`config.mk`:
```
export PLATFORM = sky130hd
export DESIGN_NAME = cfg_access_port
export DESIGN_NICKNAME = d
export VERILOG_FILES = /design/src/rtl/cfg_port_pkg.sv /design/src/rtl/cfg_addr_latch.sv /design/src/rtl/cfg_dev_space.sv /design/src/rtl/cfg_lookup.sv /design/src/rtl/cfg_access_port.sv
export SDC_FILE = /design/constraint.sdc
export NUM_CORES = 2
export LEC_CHECK = 0
export BUFFER_PORTS_ARGS = -buffer_cell sky130_fd_sc_hd__buf_2
export CAP_MARGIN = 30
export CORE_MARGIN = 1
export CORE_UTILIZATION = 50
export DETAILED_ROUTE_END_ITERATION = 10
export PLACE_DENSITY = 0.75
export RECOVER_POWER = 100
export SKIP_LAST_GASP = 1
export SYNTH_ARGS = -nofsm -noshare
export SYNTH_HDL_FRONTEND = slang
export SYNTH_SLANG_ARGS = --single-unit
export TNS_END_PERCENT = 100
```
`constraint.sdc`:
```
create_clock -name clk_i -period 4.2 [get_ports clk_i]
set_input_delay 0 -clock clk_i [delete_from_list [all_inputs] [get_ports clk_i]]
set_output_delay 0 -clock clk_i [all_outputs]
set_load 0.02 [all_outputs]
```
`src/rtl/cfg_port_pkg.sv`:
```
package cfg_port_pkg;
  localparam int DW_PER_DEV   = 16;
  localparam int IDX_W        = 6;
  localparam int BAR_NUM      = 6;
  localparam int BAR_BASE_IDX = 4;
  localparam int LOG2_W       = 5;

  typedef logic [31:0] dword_t;

  typedef struct packed {
    logic       en;
    logic [6:0] rsvd;
    logic [7:0] bus;
    logic [4:0] dev;
    logic [2:0] fn;
    logic [5:0] reg_idx;
    logic [1:0] low;
  } cfg_sel_t;

  // size code 0 = register absent, else size = 2**code
  function automatic dword_t bar_fix(dword_t v, logic [LOG2_W-1:0] code);
    dword_t mask;
    if (code == '0) return '0;
    mask = ~((dword_t'(1) << code) - dword_t'(1));
    return (v & mask) | dword_t'(3);
  endfunction
endpackage

```
`src/rtl/cfg_addr_latch.sv`:
```
module cfg_addr_latch
  import cfg_port_pkg::*;
(
  input  logic       clk_i,
  input  logic       rst_ni,
  input  logic       wr_i,
  input  logic [1:0] lane_i,
  input  logic [7:0] wdata_i,
  output dword_t     addr_o,
  output dword_t     addr_nxt_o,
  output logic       fire_o
);
  dword_t addr_q;

  always_comb begin
    addr_nxt_o = addr_q;
    if (wr_i) addr_nxt_o[{lane_i, 3'b000} +: 8] = wdata_i;
  end

  always_ff @(posedge clk_i or negedge rst_ni) begin
    if (!rst_ni)   addr_q <= '0;
    else if (wr_i) addr_q <= addr_nxt_o;
  end

  assign addr_o = addr_q;
  assign fire_o = wr_i && (lane_i == 2'd3);
endmodule

```
`src/rtl/cfg_dev_space.sv`:
```
module cfg_dev_space
  import cfg_port_pkg::*;
#(
  parameter logic [DW_PER_DEV-1:0][31:0]    INIT     = '0,
  parameter logic [BAR_NUM-1:0][LOG2_W-1:0] BAR_LOG2 = '0
)(
  input  logic                         clk_i,
  input  logic                         rst_ni,
  input  logic                         wr_i,
  input  logic [IDX_W-1:0]             idx_i,
  input  logic [1:0]                   lane_i,
  input  logic [7:0]                   wdata_i,
  output logic [DW_PER_DEV-1:0][31:0]  words_o
);
  localparam int WIDX_W = $clog2(DW_PER_DEV);

  logic   in_range;
  dword_t merged;

  assign in_range = (idx_i < IDX_W'(DW_PER_DEV));

  always_comb begin
    merged = words_o[idx_i[WIDX_W-1:0]];
    merged[{lane_i, 3'b000} +: 8] = wdata_i;
  end

  for (genvar g = 0; g < DW_PER_DEV; g++) begin : g_word
    dword_t word_q, word_d;
    logic   we;

    assign we = wr_i && in_range && (idx_i[WIDX_W-1:0] == WIDX_W'(g));

    if (g >= BAR_BASE_IDX && g < BAR_BASE_IDX + BAR_NUM) begin : g_bar
      // size mask applies only once the top byte lands
      assign word_d = (lane_i == 2'd3) ? bar_fix(merged, BAR_LOG2[g-BAR_BASE_IDX]) : merged;
    end else begin : g_plain
      assign word_d = merged;
    end

    always_ff @(posedge clk_i or negedge rst_ni) begin
      if (!rst_ni)  word_q <= INIT[g];
      else if (we)  word_q <= word_d;
    end

    assign words_o[g] = word_q;
  end
endmodule

```
`src/rtl/cfg_lookup.sv`:
```
module cfg_lookup
  import cfg_port_pkg::*;
#(
  parameter int                     N_DEV   = 2,
  parameter logic [N_DEV-1:0][15:0] DEV_BDF = {16'h0008, 16'h0000}
)(
  input  logic                                   clk_i,
  input  logic                                   rst_ni,
  input  logic                                   fire_i,
  input  cfg_sel_t                               sel_i,
  input  logic [N_DEV-1:0][DW_PER_DEV-1:0][31:0] words_i,
  output logic                                   hit_o,
  output dword_t                                 resp_o
);
  localparam int SEL_W  = (N_DEV > 1) ? $clog2(N_DEV) : 1;
  localparam int WIDX_W = $clog2(DW_PER_DEV);

  logic             hit_d, hit_q;
  logic [SEL_W-1:0] pick;
  dword_t           resp_d, resp_q;

  always_comb begin
    hit_d = 1'b0;
    pick  = '0;
    // descending scan: lowest matching slot wins
    for (int d = N_DEV - 1; d >= 0; d--) begin
      if ({sel_i.bus, sel_i.dev, sel_i.fn} == DEV_BDF[d]) begin
        hit_d = 1'b1;
        pick  = SEL_W'(d);
      end
    end
    resp_d = '0;
    if (hit_d && (sel_i.reg_idx < IDX_W'(DW_PER_DEV)))
      resp_d = words_i[pick][sel_i.reg_idx[WIDX_W-1:0]];
  end

  always_ff @(posedge clk_i or negedge rst_ni) begin
    if (!rst_ni) begin
      hit_q  <= 1'b0;
      resp_q <= '0;
    end else if (fire_i) begin
      hit_q  <= hit_d;
      resp_q <= resp_d;
    end
  end

  assign hit_o  = hit_q;
  assign resp_o = resp_q;
endmodule

```
`src/rtl/cfg_access_port.sv`:
```
module cfg_access_port
  import cfg_port_pkg::*;
#(
  parameter int                   N_DEV     = 2,
  parameter int                   IO_AW     = 16,
  parameter logic [IO_AW-1:0]     ADDR_PORT = 16'h0CF8,
  parameter logic [IO_AW-1:0]     DATA_PORT = 16'h0CFC,
  parameter logic [N_DEV-1:0][15:0] DEV_BDF = {16'h0008, 16'h0000},
  parameter logic [N_DEV-1:0][BAR_NUM-1:0][LOG2_W-1:0] DEV_BAR_LOG2 = '0,
  parameter logic [N_DEV-1:0][DW_PER_DEV-1:0][31:0] DEV_INIT = {
    {12{32'h0}}, 32'h0080_0000, 32'h0601_0000, 32'h0200_0007, 32'h7000_8086,
    {13{32'h0}}, 32'h0600_0002, 32'h0000_0000, 32'h1237_8086}
)(
  input  logic             clk_i,
  input  logic             rst_ni,
  input  logic [IO_AW-1:0] io_addr_i,
  input  logic             io_wr_i,
  input  logic             io_rd_i,
  input  logic [7:0]       io_wdata_i,
  output logic [7:0]       io_rdata_o
);
  logic       ap_sel, dp_sel, fire, hit_q;
  logic [1:0] lane;
  dword_t     addr_q, addr_nxt, resp_q, status;
  cfg_sel_t   cur_sel, nxt_sel;
  logic [N_DEV-1:0][DW_PER_DEV-1:0][31:0] dev_words;

  assign ap_sel = (io_addr_i[IO_AW-1:2] == ADDR_PORT[IO_AW-1:2]);
  assign dp_sel = (io_addr_i[IO_AW-1:2] == DATA_PORT[IO_AW-1:2]);
  assign lane   = io_addr_i[1:0];

  cfg_addr_latch u_addr (
    .clk_i      (clk_i),
    .rst_ni     (rst_ni),
    .wr_i       (io_wr_i && ap_sel),
    .lane_i     (lane),
    .wdata_i    (io_wdata_i),
    .addr_o     (addr_q),
    .addr_nxt_o (addr_nxt),
    .fire_o     (fire)
  );

  assign cur_sel = cfg_sel_t'(addr_q);
  assign nxt_sel = cfg_sel_t'(addr_nxt);

  for (genvar d = 0; d < N_DEV; d++) begin : g_dev
    logic dev_we;
    assign dev_we = io_wr_i && dp_sel &&
                    ({cur_sel.bus, cur_sel.dev, cur_sel.fn} == DEV_BDF[d]);

    cfg_dev_space #(
      .INIT     (DEV_INIT[d]),
      .BAR_LOG2 (DEV_BAR_LOG2[d])
    ) u_space (
      .clk_i   (clk_i),
      .rst_ni  (rst_ni),
      .wr_i    (dev_we),
      .idx_i   (cur_sel.reg_idx),
      .lane_i  (lane),
      .wdata_i (io_wdata_i),
      .words_o (dev_words[d])
    );
  end

  cfg_lookup #(
    .N_DEV   (N_DEV),
    .DEV_BDF (DEV_BDF)
  ) u_look (
    .clk_i   (clk_i),
    .rst_ni  (rst_ni),
    .fire_i  (fire),
    .sel_i   (nxt_sel),
    .words_i (dev_words),
    .hit_o   (hit_q),
    .resp_o  (resp_q)
  );

  assign status = {hit_q, 31'b0};

  always_comb begin
    io_rdata_o = '0;
    if (io_rd_i) begin
      if (ap_sel)      io_rdata_o = status[{lane, 3'b000} +: 8];
      else if (dp_sel) io_rdata_o = resp_q[{lane, 3'b000} +: 8];
    end
  end
endmodule

```
Yosys cells after proc, flatten, opt, wreduce, memory -nomap -nowiden
Index checks and enable logic that the tools add are counted.
{ "totals": {"input_bits": 28, "out_inout_bits": 8, "ff_bits": 1089} }
{ "op_classes": {"eq_ne": 20, "muxes": 21, "add_sub_neg": 1, "shift": 4, "reduce_logical": 43, "order_cmp": 5} }
{ "op_table": {"columns": ["cell", "n"], "rows": [
  ["2-to-1 mux 512 bit", 2],
  ["binary-select mux 32 bit (select 4 bit)", 3],
  ["2-to-1 mux 32 bit", 6],
  ["bitwise mux 32 bit", 3],
  ["indexed part select 32 x 6 -> 8 bit", 2],
  ["logical AND 1 bit", 40],
  ["== test 16 x 4 -> 1 bit (second input constant)", 2],
  ["== test 4 bit (second input constant)", 8],
  ["logical NOT 16 bit", 2],
  ["variable shift 8 x 7 -> 32 bit (first input constant)", 1],
  ["indexed part select 8 x 7 -> 32 bit", 1],
  ["== test 14 x 10 -> 1 bit (second input constant)", 2],
  ["2-to-1 mux 24 bit", 1],
  ["2-to-1 mux 8 bit", 3],
  ["== test 4 x 3 -> 1 bit (second input constant)", 4],
  ["< comparator 6 x 5 -> 1 bit (second input constant)", 2],
  ["< comparator 4 x 5 -> 1 bit (second input constant)", 2],
  ["== test 4 x 2 -> 1 bit (second input constant)", 2],
  ["negation 5 -> 7 bit", 1],
  ["== test 4 x 1 -> 1 bit (second input constant)", 1],
  ["logical NOT 4 bit", 1],
  ["2-to-1 mux 1 bit", 3],
  ["== test 2 bit (second input constant)", 1],
  ["< comparator 1 x 2 -> 1 bit (second input constant)", 1]
]} }

Longest topological paths before layout
{ "logic_depth": {"word_depth": 12, "mapped_depth": 17} }

Modules after synthesis
From an unflattened synthesis, not the netlist that was laid out.
{ "unflattened": {"cells_unflattened": 5986, "area_unflattened_um2": 59808.6} }
{ "by_module_without_submodules": {"columns": ["module", "n_inst", "seq_area_each_um2", "area_per_inst_um2", "cells_each"], "rows": [
  ["cfg_dev_space at g_dev[1].u_space", 1, 12831.1, 24010.5, 2282],
  ["cfg_dev_space at g_dev[0].u_space", 1, 12829.8, 23926.7, 2262],
  ["cfg_lookup", 1, 825.8, 9666.8, 1252],
  ["cfg_addr_latch", 1, 800.8, 1790.5, 148],
  ["cfg_access_port", 1, 0.0, 414.1, 42]
]} }

Least setup slack after synthesis
Ideal clock, no wire load.
{ "synth_timing": {"path_type": "in2reg", "startpoint": "input io_addr_i[0]", "endpoint": "register u_look.resp_q[31], in the netlist u_look.resp_o[31]", "n_path_buf": 5, "stages": 16, "setup_slack_ns": 0.959, "t_arrival_ns": 3.103, "required_ns": 4.062, "path_cell_list": "buf_1 inv_1 ha_1 nor3b_1 clkbuf_1 nand3_1 and2_1 clkbuf_1 inv_2 buf_2 buf_2 mux2i_1 o221ai_1 and3_1 a221oi_1 o211ai_1"} }
{ "synth_between": {"elab_chain_cells": 12, "elab_cells_between_ends": 19, "classes_between": "add/sub: 1; order compare: 1; eq/ne: 2; shift: 2; mux: 10; reduce/logical: 3"} }
{ "synth_lines": {"columns": ["element", "line", "source"], "rows": [
  ["from (decl)", "cfg_access_port.sv:16", "input logic [IO_AW-1:0] io_addr_i,"],
  ["negation 5 -> 7 bit", "cfg_addr_latch.sv:17", "if (wr_i) addr_nxt_o[{lane_i, 3'b000} +: 8] = wdata_i;"],
  ["indexed part select 8 x 7 -> 32 bit or variable shift 8 x 7 -> 32 bit (tied branches)", "cfg_addr_latch.sv:17", null],
  ["bitwise mux 32 bit", "cfg_addr_latch.sv:17", null],
  ["2-to-1 mux 24 bit", "cfg_addr_latch.sv:17", null],
  ["== test 16 x 4 -> 1 bit", "cfg_lookup.sv:27", "if ({sel_i.bus, sel_i.dev, sel_i.fn} == DEV_BDF[d]) begin"],
  ["2-to-1 mux 1 bit (2 in a row)", "cfg_lookup.sv:27", null],
  ["2-to-1 mux 512 bit (not written as such) (2 in a row)", "cfg_lookup.sv:34", "resp_d = words_i[pick][sel_i.reg_idx[WIDX_W-1:0]];"],
  ["binary-select mux 32 bit (select 4 bit)", "cfg_lookup.sv:34", null],
  ["2-to-1 mux 32 bit (not written as such)", "cfg_lookup.sv:34", null],
  ["2-to-1 mux 32 bit", "cfg_lookup.sv:33", "if (hit_d && (sel_i.reg_idx < IDX_W'(DW_PER_DEV)))"],
  ["to (signal assigned)", "cfg_lookup.sv:43", "resp_q <= resp_d;"],
  ["to (decl)", "cfg_lookup.sv:20", "dword_t resp_d, resp_q;"]
]} }
Several ways; a longest one is shown, not always the timed one. The select of a mux whose other input is x is not followed.
A chain may end at the register's enable or synchronous reset.

Worst setup path after layout
{ "layout_timing": {"startpoint": "register u_addr.addr_q[12], in the netlist u_addr.addr_o[12]", "endpoint": "register g_dev[1].u_space.g_word[9].word_q[27]"} }
{ "layout_between": {"elab_chain_cells": 4} }
{ "layout_lines": {"columns": ["element", "line", "source"], "rows": [
  ["from (decl)", "cfg_addr_latch.sv:13", "dword_t addr_q;"],
  ["from (signal assigned)", "cfg_addr_latch.sv:22", "else if (wr_i) addr_q <= addr_nxt_o;"],
  ["== test 16 x 4 -> 1 bit", "cfg_access_port.sv:49", "({cur_sel.bus, cur_sel.dev, cur_sel.fn} == DEV_BDF[d]);"],
  ["logical AND 1 bit", "cfg_access_port.sv:48", "assign dev_we = io_wr_i && dp_sel &&"],
  ["logical AND 1 bit (2 in a row)", "cfg_dev_space.sv:31", "assign we = wr_i && in_range && (idx_i[WIDX_W-1:0] == WIDX_W'(g));"],
  ["to (signal assigned)", "cfg_dev_space.sv:41", "if (!rst_ni) word_q <= INIT[g];"],
  ["to (signal assigned)", "cfg_dev_space.sv:42", "else if (we) word_q <= word_d;"],
  ["to (decl)", "cfg_dev_space.sv:28", "dword_t word_q, word_d;"]
]} }
Every way passes these cells.

==> metrics.csv <==
stage;metric;value;unit
status;violations;capacitance limit, slew limit;
hold_path;hold_path_class;in2reg;
clock_tree;cts_hold_buffers;11;
clock_tree;cts-buffers-inserted;111;
yosys;synth-edff-count;0;
worst_setup_path;crit_buf_inv;1;
floorplan;num_rows;123;
timing;worst_pin_slew;3.05;ns
yosys;synth_cell_types;65;
placed_design;numPortBuffers;35;
pwr;vdd_drop_max;0.000345;V
clock_tree;clkTransAtPathRegs;0.06;ns
grt;grt_max_degree;119;
clock_tree;cts.root.buffer_cell;clkbuf_16;
finish;area_growth;11.6;%
routing;top_layer;met5;
finish;final_common_cell;dfrtp_1;
floorplan;fp.dieH;341;um
worst_setup_path;crit_path_start;u_addr.addr_o[12]$_DFFE_PN0N_;
timing;max_freq;246;MHz
timing;drv_slew;93;
yosys;ys.flop_type;dfrtp_1;
pwr;switching_share;0.224;
worst_setup_path;max_stage_delay;0.62;ns
worst_setup_path;critPathMaxFanout;29;
routing;wl_met3;30300;um
routing;wl_met2;84600;um
pwr;seqPwrFrac;0.491;
pwr;netSwitchingPower;4.75;mW
timing;rsz0062_at_grt;no;
finish;fin_nets;5191;
worst_setup_path;cp_top_family;simple AND/OR/NAND/NOR gates;
yosys;synth_area_per_cell;10.9;um^2
grt;grt_usage;0.347;
floorplan;die_width;341;um
yosys;ys_seq_area_frac;0.471;
clock_tree;cts.sinks;1079;
yosys;yosys_warnings;0;
clock_tree;cts_max_path_buffers;3;
finish;fillers;9226;
timing;clock-skew-final;0.0307;ns
pwr;p_int;16.4;mW
grt;overflow;0;
yosys;synth_seq_cells;1079;
grt;antenna_found_initial;4;
routing;drt-pass1-iter-count;9;
routing;finalWirelength;202000;um
placed_design;gp_congestion;0.944;
finish;final_cell_mix;dfrtp_1, nand2_1, mux2_2, o21ai_0, nor2_1;
clock_tree;cts_tree;built;
pwr;combPwrFrac;0.021;
worst_setup_path;r2r-start;u_addr.addr_o[12]$_DFFE_PN0N_;
routing;met1Wirelength;73600;um
worst_setup_path;cp-start-kind;flip-flop;
finish;final_cell_area;64000;um^2
placed_design;post-place-ws;0.595;ns
pwr;p_per_area;331;nW/um^2
timing;hold_viol;0;
routing;wire_per_inst;29.9;um
pwr;p_leak;26.4;nW
grt;grt_pass1_wl;301000;um
placed_design;dp_hpwl;123000;um
placed_design;post_dp_cell_area;60500;um^2
clock_tree;htree_num_levels;3;
finish;layout-drive-gt1-share;0.250;
worst_setup_path;critPathKind;reg2reg;
floorplan;coreArea;113000;um^2
timing;setup_tns;0;ns
finish;finish.utilization;0.566;
floorplan;ioPinCount;36;
status;status;complete, but fails checks;
routing;dr.first_iter.drc_count;6100;
yosys;netlist_instances;5246;
timing;period_minus_slack;4.06;ns
grt;first_global_vias;46300;
timing;slew_headroom;-1.03;
timing;hold-worst-slack;0.0853;ns
timing;timing.final.crit_share;0.967;
run;drv_cap;1;
timing;finalSetupViolations;0;
yosys;syn_nets;5278;
floorplan;start_util;0.507;
routing;ant_nets;0;
worst_setup_path;endpoint_kind;flip-flop;
pwr;clock_power_share;0.488;
clock_tree;cts_setup_buffers;0;
worst_setup_path;required;4.80;ns
worst_setup_path;crit_arrival;4.66;ns
routing;drc;0;
clock_tree;cts_resized;0;
routing;viasPerCell;6.95;
worst_setup_path;cp_cell_sequence;or4_1, nor4_1, nand4_1, nor3_1, and3_1, nand2_2, clkbuf_2, mux2_2;
worst_setup_path;critPathSlowestCell;nand2_2;
floorplan;dieArea;116000;um^2
routing;vias;47000;
hold_path;holdCritStartpoint;io_addr_i[15];
yosys;synthesis.area;57300;um^2
yosys;synth-async-reset-ratio;1.00;
clock_tree;insertion_delay;0.72;ns
timing;fin_ws;0.137;ns
## worst reg2reg max path: stages (launching register included)
cell and delay [ns]:
dfrtp_1 0.38, or4_1 0.53, nor4_1 0.35, nand4_1 0.18, nor3_1 0.50, and3_1 0.34
nand2_2 0.62, clkbuf_2 0.63, mux2_2 0.41
## flip-flops by register name, indices dropped and copies added (netlist names)
register / cells
u_addr.addr_o: 22
g_dev.u_space.g_word.word_q: 1024
u_look.hit_o: 1
u_look.resp_o: 32
## cell usage after synthesis, types with 70 or more instances
| cell type | number | share of area |
|---|---|---|
| clkbuf_1 | 292 | 0.019 |
| mux4_2 | 304 | 0.12 |
| nand2_1 | 846 | 0.055 |
| mux2i_1 | 271 | 0.047 |
| nor2_1 | 335 | 0.022 |
| dfrtp_1 | 1050 | 0.46 |
| and3_1 | 70 | 0.0076 |
| nand3_1 | 72 | 0.0063 |
| a31oi_1 | 188 | 0.021 |
| buf_2 | 163 | 0.014 |
| mux2_2 | 408 | 0.080 |
| a21oi_1 | 267 | 0.023 |
| o21ai_0 | 389 | 0.034 |
## power groups by stage
stage | clock, mW | combinational [mW] | sequential [mW]
after detailed placement | 0 | 0.439 | 10.6
after CTS | 10.4 | 0.449 | 10.4
after global placement | 0 | 0.431 | 10.6
final | 10.3 | 0.449 | 10.4
after global routing | 10.8 | 0.486 | 10.4
after floorplan | 0 | 0.0823 | 10.6
## cell type report
type	instances	area (um^2)	area share
antenna	3	7.51	0.000117
clock buffer	169	3340	0.0522
clock inverter	42	434	0.00679
inverter	22	90.1	0.00141
multi-input combinational	3636	28200	0.441
sequential	1079	27100	0.423
tap	1500	1880	0.0293
timing repair buffer	309	2960	0.0462
## final timing paths
kind	to	slack (ns)	depth (start not counted)
worst max-delay path	g_dev[1].u_space.g_word[9].word_q[27]$_DFFE_PN0P_	0.14	8
worst min-delay path	u_addr.addr_o[5]$_DFFE_PN0N_	0.09	4
worst max register to register	g_dev[1].u_space.g_word[9].word_q[27]$_DFFE_PN0P_	0.14	8
worst min register to register	u_addr.addr_o[14]$_DFFE_PN0N_	0.49	2
max in group asynchronous	g_dev[0].u_space.g_word[15].word_q[17]$_DFFE_PN0P_	0.67	3
min in group asynchronous	g_dev[0].u_space.g_word[5].word_q[14]$_DFFE_PN0P_	0.83	2
## stage by stage
| stage | instances | power (mW) |
|---|---|---|
| 6_report | 6760 | 21.2 |
| 3_3_place_gp | 6517 | 11.0 |
| 3_5_place_dp | 6533 | 11.0 |
| 5_1_grt | 6759 | 21.6 |
| 2_1_floorplan | 5246 | 10.7 |
| 4_1_cts | 6755 | 21.2 |
## routing by layer
layer  GRT usage  vias to the layer above
li1            -                    19100
met3       0.126                      862
met2       0.491                     3627
met5     0.00613                        -
met1       0.462                    23400
met4       0.191                        6
## kinds of logic after synthesis
group	Yosys count	share of synthesized area
compound gates	1210	0.137
fa+ha+maj	4	0.000873
buf+inv	531	0.0391
flops	1079	0.471
mux	983	0.247
simple gates	1439	0.105
No activity file was read; power rests on OpenSTA's default activity.
